[src/rtl/ertx_pkg.sv]
package ertx_pkg;

    typedef enum logic [2:0] {
        ST_IDLE,
        ST_LOAD,
        ST_STROBE,
        ST_TAKEN,
        ST_SETTLE,
        ST_RELEASE,
        ST_SWAP
    } tx_state_e;

endpackage

[src/rtl/ertx_sync.sv]
module ertx_sync #(
    parameter int               WIDTH   = 1,
    parameter int               STAGES  = 2,
    parameter logic [WIDTH-1:0] RST_VAL = '0
) (
    input  logic             clk,
    input  logic             rst_n,
    input  logic [WIDTH-1:0] din,
    output logic [WIDTH-1:0] dout
);

    logic [WIDTH-1:0] stg_q [STAGES];

    for (genvar g = 0; g < STAGES; g++) begin : g_stage
        if (g == 0) begin : g_first
            always_ff @(posedge clk or negedge rst_n) begin
                if (!rst_n) stg_q[g] <= RST_VAL;
                else        stg_q[g] <= din;
            end
        end else begin : g_next
            always_ff @(posedge clk or negedge rst_n) begin
                if (!rst_n) stg_q[g] <= RST_VAL;
                else        stg_q[g] <= stg_q[g-1];
            end
        end
    end

    assign dout = stg_q[STAGES-1];

endmodule

[src/rtl/ertx_addr_ctr.sv]
module ertx_addr_ctr #(
    parameter int BLK_LOG2 = 15,
    parameter int BUF_LOG2 = 17
) (
    input  logic                clk,
    input  logic                rst_n,
    input  logic                step,
    output logic [BUF_LOG2-1:0] addr,
    output logic                blk_last,
    output logic                buf_last
);

    logic [BUF_LOG2-1:0] addr_d, addr_q;

    always_comb begin
        addr_d = addr_q;
        if (step) addr_d = addr_q + 1'b1;
    end

    always_ff @(posedge clk or negedge rst_n) begin
        if (!rst_n) addr_q <= '0;
        else        addr_q <= addr_d;
    end

    assign addr     = addr_q;
    assign blk_last = &addr_q[BLK_LOG2-1:0];
    assign buf_last = &addr_q;

endmodule

[src/rtl/ertx_top.sv]
module ertx_top #(
    parameter int DATA_W      = 8,
    parameter int BLK_LOG2    = 15,
    parameter int BUF_LOG2    = 17,
    parameter int SYNC_STAGES = 2
) (
    input  logic                clk,
    input  logic                rst_n,
    input  logic                host_rev_req_n,
    input  logic                host_ack,
    input  logic                swap_ok,
    input  logic [DATA_W-1:0]   buf_rd_data,
    output logic [BUF_LOG2-1:0] buf_rd_addr,
    output logic [DATA_W-1:0]   data_o,
    output logic                data_oe,
    output logic                per_ack_n,
    output logic                per_rev_ack_n,
    output logic                per_data_flag,
    output logic                rd_finish
);
    import ertx_pkg::*;

    localparam int N_SYNC = 2;

    typedef struct packed {
        tx_state_e         st;
        logic              rev_ack_n;
        logic              ack_n;
        logic              oe;
        logic              fin;
        logic [DATA_W-1:0] data;
    } regs_t;

    localparam regs_t RST_REGS = '{st: ST_IDLE, rev_ack_n: 1'b1, ack_n: 1'b1,
                                   oe: 1'b0, fin: 1'b0, data: '0};

    logic [N_SYNC-1:0] sync_out;
    logic              ack_s, req_n_s, req_on;
    logic              step, blk_last, buf_last;
    regs_t             cur_q, nx_d;

    // Host inputs are asynchronous; request idles high, acknowledge idles low.
    ertx_sync #(
        .WIDTH  (N_SYNC),
        .STAGES (SYNC_STAGES),
        .RST_VAL(2'b01)
    ) sync_i (
        .clk (clk),
        .rst_n(rst_n),
        .din ({host_ack, host_rev_req_n}),
        .dout(sync_out)
    );

    assign ack_s   = sync_out[1];
    assign req_n_s = sync_out[0];
    assign req_on  = ~req_n_s;

    ertx_addr_ctr #(
        .BLK_LOG2(BLK_LOG2),
        .BUF_LOG2(BUF_LOG2)
    ) ctr_i (
        .clk     (clk),
        .rst_n   (rst_n),
        .step    (step),
        .addr    (buf_rd_addr),
        .blk_last(blk_last),
        .buf_last(buf_last)
    );

    always_comb begin
        nx_d = cur_q;
        step = 1'b0;
        unique case (cur_q.st)
            ST_IDLE: begin
                if (req_on) begin
                    nx_d.rev_ack_n = 1'b0;
                    nx_d.oe        = 1'b1;
                    nx_d.st        = ST_LOAD;
                end
            end
            ST_LOAD: begin
                nx_d.data = buf_rd_data;
                nx_d.st   = ST_STROBE;
            end
            ST_STROBE: begin
                nx_d.ack_n = 1'b0;
                nx_d.st    = ST_TAKEN;
            end
            ST_TAKEN: begin
                if (ack_s) begin
                    nx_d.ack_n = 1'b1;
                    nx_d.st    = ST_SETTLE;
                end
            end
            ST_SETTLE: begin
                if (!ack_s) begin
                    step = 1'b1;
                    if (buf_last) begin
                        nx_d.rev_ack_n = 1'b1;
                        nx_d.oe        = 1'b0;
                        nx_d.fin       = 1'b1;
                        nx_d.st        = ST_SWAP;
                    end else if (blk_last) begin
                        nx_d.rev_ack_n = 1'b1;
                        nx_d.oe        = 1'b0;
                        nx_d.st        = ST_RELEASE;
                    end else begin
                        nx_d.st = ST_LOAD;
                    end
                end
            end
            ST_RELEASE: begin
                if (!req_on) nx_d.st = ST_IDLE;
            end
            ST_SWAP: begin
                if (swap_ok) begin
                    nx_d.fin = 1'b0;
                    nx_d.st  = ST_RELEASE;
                end
            end
            default: nx_d = RST_REGS;
        endcase
    end

    always_ff @(posedge clk or negedge rst_n) begin
        if (!rst_n) cur_q <= RST_REGS;
        else        cur_q <= nx_d;
    end

    assign data_o        = cur_q.data;
    assign data_oe       = cur_q.oe;
    assign per_ack_n     = cur_q.ack_n;
    assign per_rev_ack_n = cur_q.rev_ack_n;
    assign per_data_flag = 1'b1;
    assign rd_finish     = cur_q.fin;

endmodule

[config.mk]
export PLATFORM = sky130hd
export DESIGN_NAME = ertx_top
export DESIGN_NICKNAME = d
export VERILOG_FILES = /design/src/rtl/ertx_pkg.sv /design/src/rtl/ertx_sync.sv /design/src/rtl/ertx_addr_ctr.sv /design/src/rtl/ertx_top.sv
export SDC_FILE = /design/constraint.sdc
export NUM_CORES = 1
export LEC_CHECK = 0
export BUFFER_PORTS_ARGS = -buffer_cell sky130_fd_sc_hd__clkbuf_2
export CAP_MARGIN = 30
export CORE_AREA = 2 2 59 61
export CTS_CLUSTER_DIAMETER = 30
export DETAILED_ROUTE_END_ITERATION = 12
export DIE_AREA = 0 0 61 63
export PLACE_DENSITY_LB_ADDON = 0.3
export SYNTH_ARGS = -nofsm -noshare
export SYNTH_HDL_FRONTEND = slang
export SYNTH_HIERARCHICAL = 1
export SYNTH_SLANG_ARGS = --single-unit
export TNS_END_PERCENT = 50
[constraint.sdc]
create_clock -name clk -period 5.79 [get_ports clk]
set_input_delay 0.579 -clock clk [delete_from_list [all_inputs] [get_ports clk]]
set_output_delay 0.579 -clock clk [all_outputs]
set_load 0.02 [all_outputs]
---- Word-level counts from Yosys, hierarchy flattened ----
Cells that the tools add are included.
storage, ports and cells
  bits in registers ....................... 36
  bits in latches ......................... 0
  RAM bits ................................ 0
  ROM bits ................................ 0
  bits of input ports ..................... 13
  output and inout bits ................... 30
  word-level logic and storage cells ...... 60
  memories ................................ 0
operators by class
  $add $sub $neg .......................... 1
  multipliers ............................. 0
  div/mod/pow operators ................... 0
  order comparisons ....................... 0
  eq/ne operators ......................... 13
  shifts and indexed selects .............. 0
  multiplexer cells ....................... 23
  bitwise logic cells ..................... 3
  reductions and logical operators ........ 11
operators with widths
  cell                   count
  $pmux 3 s7             1
  $add 17x1->17 const B  1
  $reduce_and 17->1      1
  $pmux 8 s2             1
  $reduce_and 15->1      1
  $reduce_or 5->1        3
  $mux 3                 4
  $mux 4                 3
  $pmux 1 s3             4
  $eq 3x3->1 const B     3
  $mux 1                 9
  $ne 2x2->1 const B     4
  $reduce_and 4->1       2
  $eq 3x2->1 const B     2
  $reduce_or 6->1        1
  $reduce_and 5->1       1
  $ne 2x1->1 const B     2
  $eq 3x1->1 const B     1
  $logic_not 3->1        1
  $ne 3x3->1 const B     1
  $not 1->1              3
  $mux 2                 1
  $reduce_and 2->1       1

---- Depth between registers and ports, before layout ----
  depth after elaboration ................. 5
  gate-level depth with buffers ........... 7

---- Cells and area by module ----
The synthesis kept the hierarchy.
by module, submodules not included
  module         instances  cells an instance  area each (um^2)  seq. area each (um^2)
  ertx_top       1          82                 839.6             377.9
  ertx_addr_ctr  1          65                 762.0             425.4
  ertx_sync      1          6                  117.6             102.6

---- Worst setup path before layout ----
No wires, ideal clock.
  path kind ............................... register -> register
  start point ............................. register cur_q[13] in the netlist's numbering
  end point ............................... register ctr_i.addr_q[10] (netlist: ctr_i/addr[10])
  arrival time ............................ 2.053 ns
  path slack .............................. 3.658 ns
  stages on the path, launching flop included .. 8
  buffers on the path ..................... 2
  clock period less this slack ............ 2.132 ns
  path through ............................ dfrtp_1 -> buf_2 -> buf_4 -> nor3_1 -> and3_1 -> or3b_1 -> nor2_1 -> xor2_1
between the ends
  word-level cells in the longest chain between the ends .. 2
ends and longest elaborated chain
  what                    line                 source
  from (decl)             ertx_top.sv:40       regs_t cur_q, nx_d;
  from (signal assigned)  ertx_top.sv:127      else cur_q <= nx_d;
  $eq 3x3->1              ertx_top.sv:73       unique case (cur_q.st)
  $mux 1                  ertx_top.sv:73
  named net step          ertx_top.sv:39       logic step, blk_last, buf_last;
  to (signal assigned)    ertx_addr_ctr.sv:22  else addr_q <= addr_d;
  to (decl)               ertx_addr_ctr.sv:13  logic [BUF_LOG2-1:0] addr_d, addr_q;
The timed path passes the listed nets, and every way through them passes these cells.
A chain may end at the register's enable or synchronous reset.

---- Final worst setup path ----
  start point ............................. register cur_q[14] in the netlist's numbering
  end point ............................... register ctr_i.addr_q[10] (netlist: ctr_i/addr[10])
The elaborated chain is that of the path after synthesis.

==> impl_metrics.yaml <==
run:
  drv_cap: 0
global_routing:
  track_usage: 0.191
  grt_antenna_before_repair: 0
  grt_pass1_vias: 1238
  overflow: 0
  grt_pass1_wl_um: 5510
  grt_max_degree: 37
synthesis:
  async_flop_share: 1.00
  netlist_instances: 153
  ys_ff_latch: 36
  syn-num-nets: 168
  ys.flop_type: "dfrtp_1"
  synth-edff-count: 0
  syn-cell-area_sq_mm: 0.00172
  ys_seq_area_frac: 0.527
  synth_area_per_cell_sq_um: 11.2
  ys_warn_count: 6
  yosysUniqueCellTypes: 42
detailed_routing:
  wl_per_cell_um: 13.8
  ant_nets: 0
  drc_errors: 0
  drt-total-wl_um: 3180
  via_per_inst: 5.48
  vias: 1265
  drt-pass1-iter-count: 4
  drt_iter0_drc: 114
timing:
  finalCritPeriodShare: 0.439
  setup_tns_ns: 0
  fmax_mhz: 394
  post-route-min-period_ns: 2.54
  rsz0062_at_grt: "false"
  setup-violations-final: 0
  finalMaxSlewViolations: 0
  relSlewSlack: 0.436
  skew_ns: 0.0172
  tightest_slew_ns: 0.847
  hold_viol_final: 0
floorplanning:
  die_height_um: 63
  num_rows: 21
  initial_core_util: 0.532
  die_area_sq_mm: 0.00384
  die_x_um: 61
  io_pins: 43
  core_region_area_sq_mm: 0.00323
critical_path:
  r2r-start: "cur_q[14]"
  cp-start-kind: "flip-flop"
  rr_endpoint: "ctr_i/addr[10]"
  critPathKind: "flip-flop to flip-flop"
  worstPathRequired_ns: 6.04
  reg2reg_depth: 6
  worstPathArrival_ns: 2.79
  end_kind: "flip-flop"
  crit_fanout: 20
  rrSetupSlack_ns: 3.25
cts:
  clock_latency_ns: 0.34
  cts-root-buf: "clkbuf_4"
  cts_max_level: 2
  cts_sinks: 36
  path_clk_slew_ns: 0.12
  cts-buffers-inserted: 5
  cts_tree: "yes"
  ctsHoldBuffers: 0
  cts_setup_buffers: 0
  cts_resized: 0
  clk_path_buf_depth: 2
final_layout:
  nFillCells: 286
  final_nets: 199
  final_util: 0.592
  drive_above_1_share: 0.314
  diodes: 0
  area_growth_pct: 11.2
placed_design:
  gp_congestion: 0.797
  portBuffers: 41
  place_hpwl_um: 2340
hold_path:
  hp-class: "input pin to asynchronous set/reset pin"
power_and_ir_drop:
  vdd.ir_drop.worst_v: 0.000155
  power_density_mw_per_mm2: 422
  p_leak_nw: 0.909
  power_mw: 0.806
outcome:
  status: "complete, no violations"
[layout by cell type, fill, tap and decap left out, types with 3 or more instances in the layout]
cell type  instances
xnor2_1            9
nor3_1             4
nand2_1            9
clkbuf_2          41
clkbuf_4           5
nand2b_1           3
dfrtp_1           32
a21oi_1            6
dfstp_2            4
o2bb2ai_1          8
inv_1              5
a22oi_1            8
nor2_1             6
xor2_1             6
nand4_1            3
[state kept, by name, summed over array words and instances, names as in the netlist]
name / cells
rd_finish: 1
per_ack_n: 1
data_o: 8
ctr_i/addr: 17
per_rev_ack_n: 1
data_oe: 1
cur_q: 3
sync_i/stg_q: 2
sync_i/dout: 2
[report_power, final]
group	internal [mW]	switching [mW]	leakage, nW
Combinational	0.117	0.155	0.415
Sequential	0.312	0.0851	0.461
Clock	0.0599	0.0775	0.0326
[stage by stage]
step           area (sq um)  std cells  hold slack (ns)  worst slack (ns)
2_1_floorplan          1720        153            0.283              3.66
3_3_place_gp           1850        223            0.338              3.42
3_5_place_dp           1850        223            0.336              3.30
4_1_cts                1910        231            0.313              3.27
5_1_grt                1910        231            0.302              2.97
6_report               1910        231            0.325              3.25
[cells by family (layout without fill, tap and decap cells)]
logic type,Yosys count,in the layout,share of synthesized area
AND/OR/NAND/NOR,41,41,0.135
flip-flops,36,36,0.527
AO/OA/AOI/OAI,34,34,0.146
buffers and inverters,22,54,0.0859
XOR/XNOR,15,15,0.0764
adder cells (fa/ha/maj),2,2,0.0146
multiplexers,2,2,0.0131
other,1,1,0.00218
[final cells by class]
class                   count  area, sq um  area share
inverters                   5         18.8     0.00982
flip-flops and latches     36          906       0.474
multi-input cells          95          666       0.348
clock buffers               8         58.8      0.0308
well taps                  46         57.6      0.0301
repair buffers             41          205       0.107
[critical path: stages (launching register included)]
cell,delay [ns]
dfrtp_1,0.75
nand2b_2,0.13
nor3_1,0.55
and3_1,0.32
or3b_1,0.42
nor2_1,0.14
xor2_1,0.16
[metal layers]
metal  vias to the layer above  GRT usage  wire (um)
li1                        596          -          -
met1                       629      0.249       1400
met2                        36      0.308       1580
met3                         4     0.0373        167
met4                         0     0.0734         29
met5                         -          0          0
[worst max-delay path by stage]
| stage | from | endpoint | slack, ns | cells past startpoint |
|---|---|---|---|---|
| after floorplan | cur_q[13] | ctr_i/addr[10] | 3.66 | 7 |
| after global placement | cur_q[14] | ctr_i/addr[10] | 3.42 | 6 |
| after detailed placement | cur_q[14] | ctr_i/addr[10] | 3.30 | 6 |
| after CTS | cur_q[14] | ctr_i/addr[10] | 3.27 | 6 |
| after global routing | cur_q[14] | ctr_i/addr[10] | 2.97 | 6 |
| final | cur_q[14] | ctr_i/addr[10] | 3.25 | 6 |
[cells in the mapped netlist (2+ instances only)]
| cell type | instances | area (sq um) |
|---|---|---|
| a21oi_1 | 6 | 30.0 |
| a22oi_1 | 8 | 60.1 |
| and3_1 | 2 | 12.5 |
| buf_4 | 15 | 113 |
| dfrtp_1 | 32 | 801 |
| dfstp_2 | 4 | 105 |
| ha_1 | 2 | 25.0 |
| inv_1 | 5 | 18.8 |
| mux2_2 | 2 | 22.5 |
| nand2_1 | 9 | 33.8 |
| nand2b_1 | 3 | 18.8 |
| nand3_1 | 2 | 10.0 |
| nand4_1 | 3 | 18.8 |
| nor2_1 | 6 | 22.5 |
| nor3_1 | 4 | 20.0 |
| nor4_1 | 2 | 12.5 |
| o21ai_0 | 2 | 10.0 |
| o2bb2ai_1 | 8 | 70.1 |
| o32a_1 | 2 | 20.0 |
| xnor2_1 | 9 | 78.8 |
| xor2_1 | 6 | 52.6 |
No activity file was read; power rests on OpenSTA's default activity.
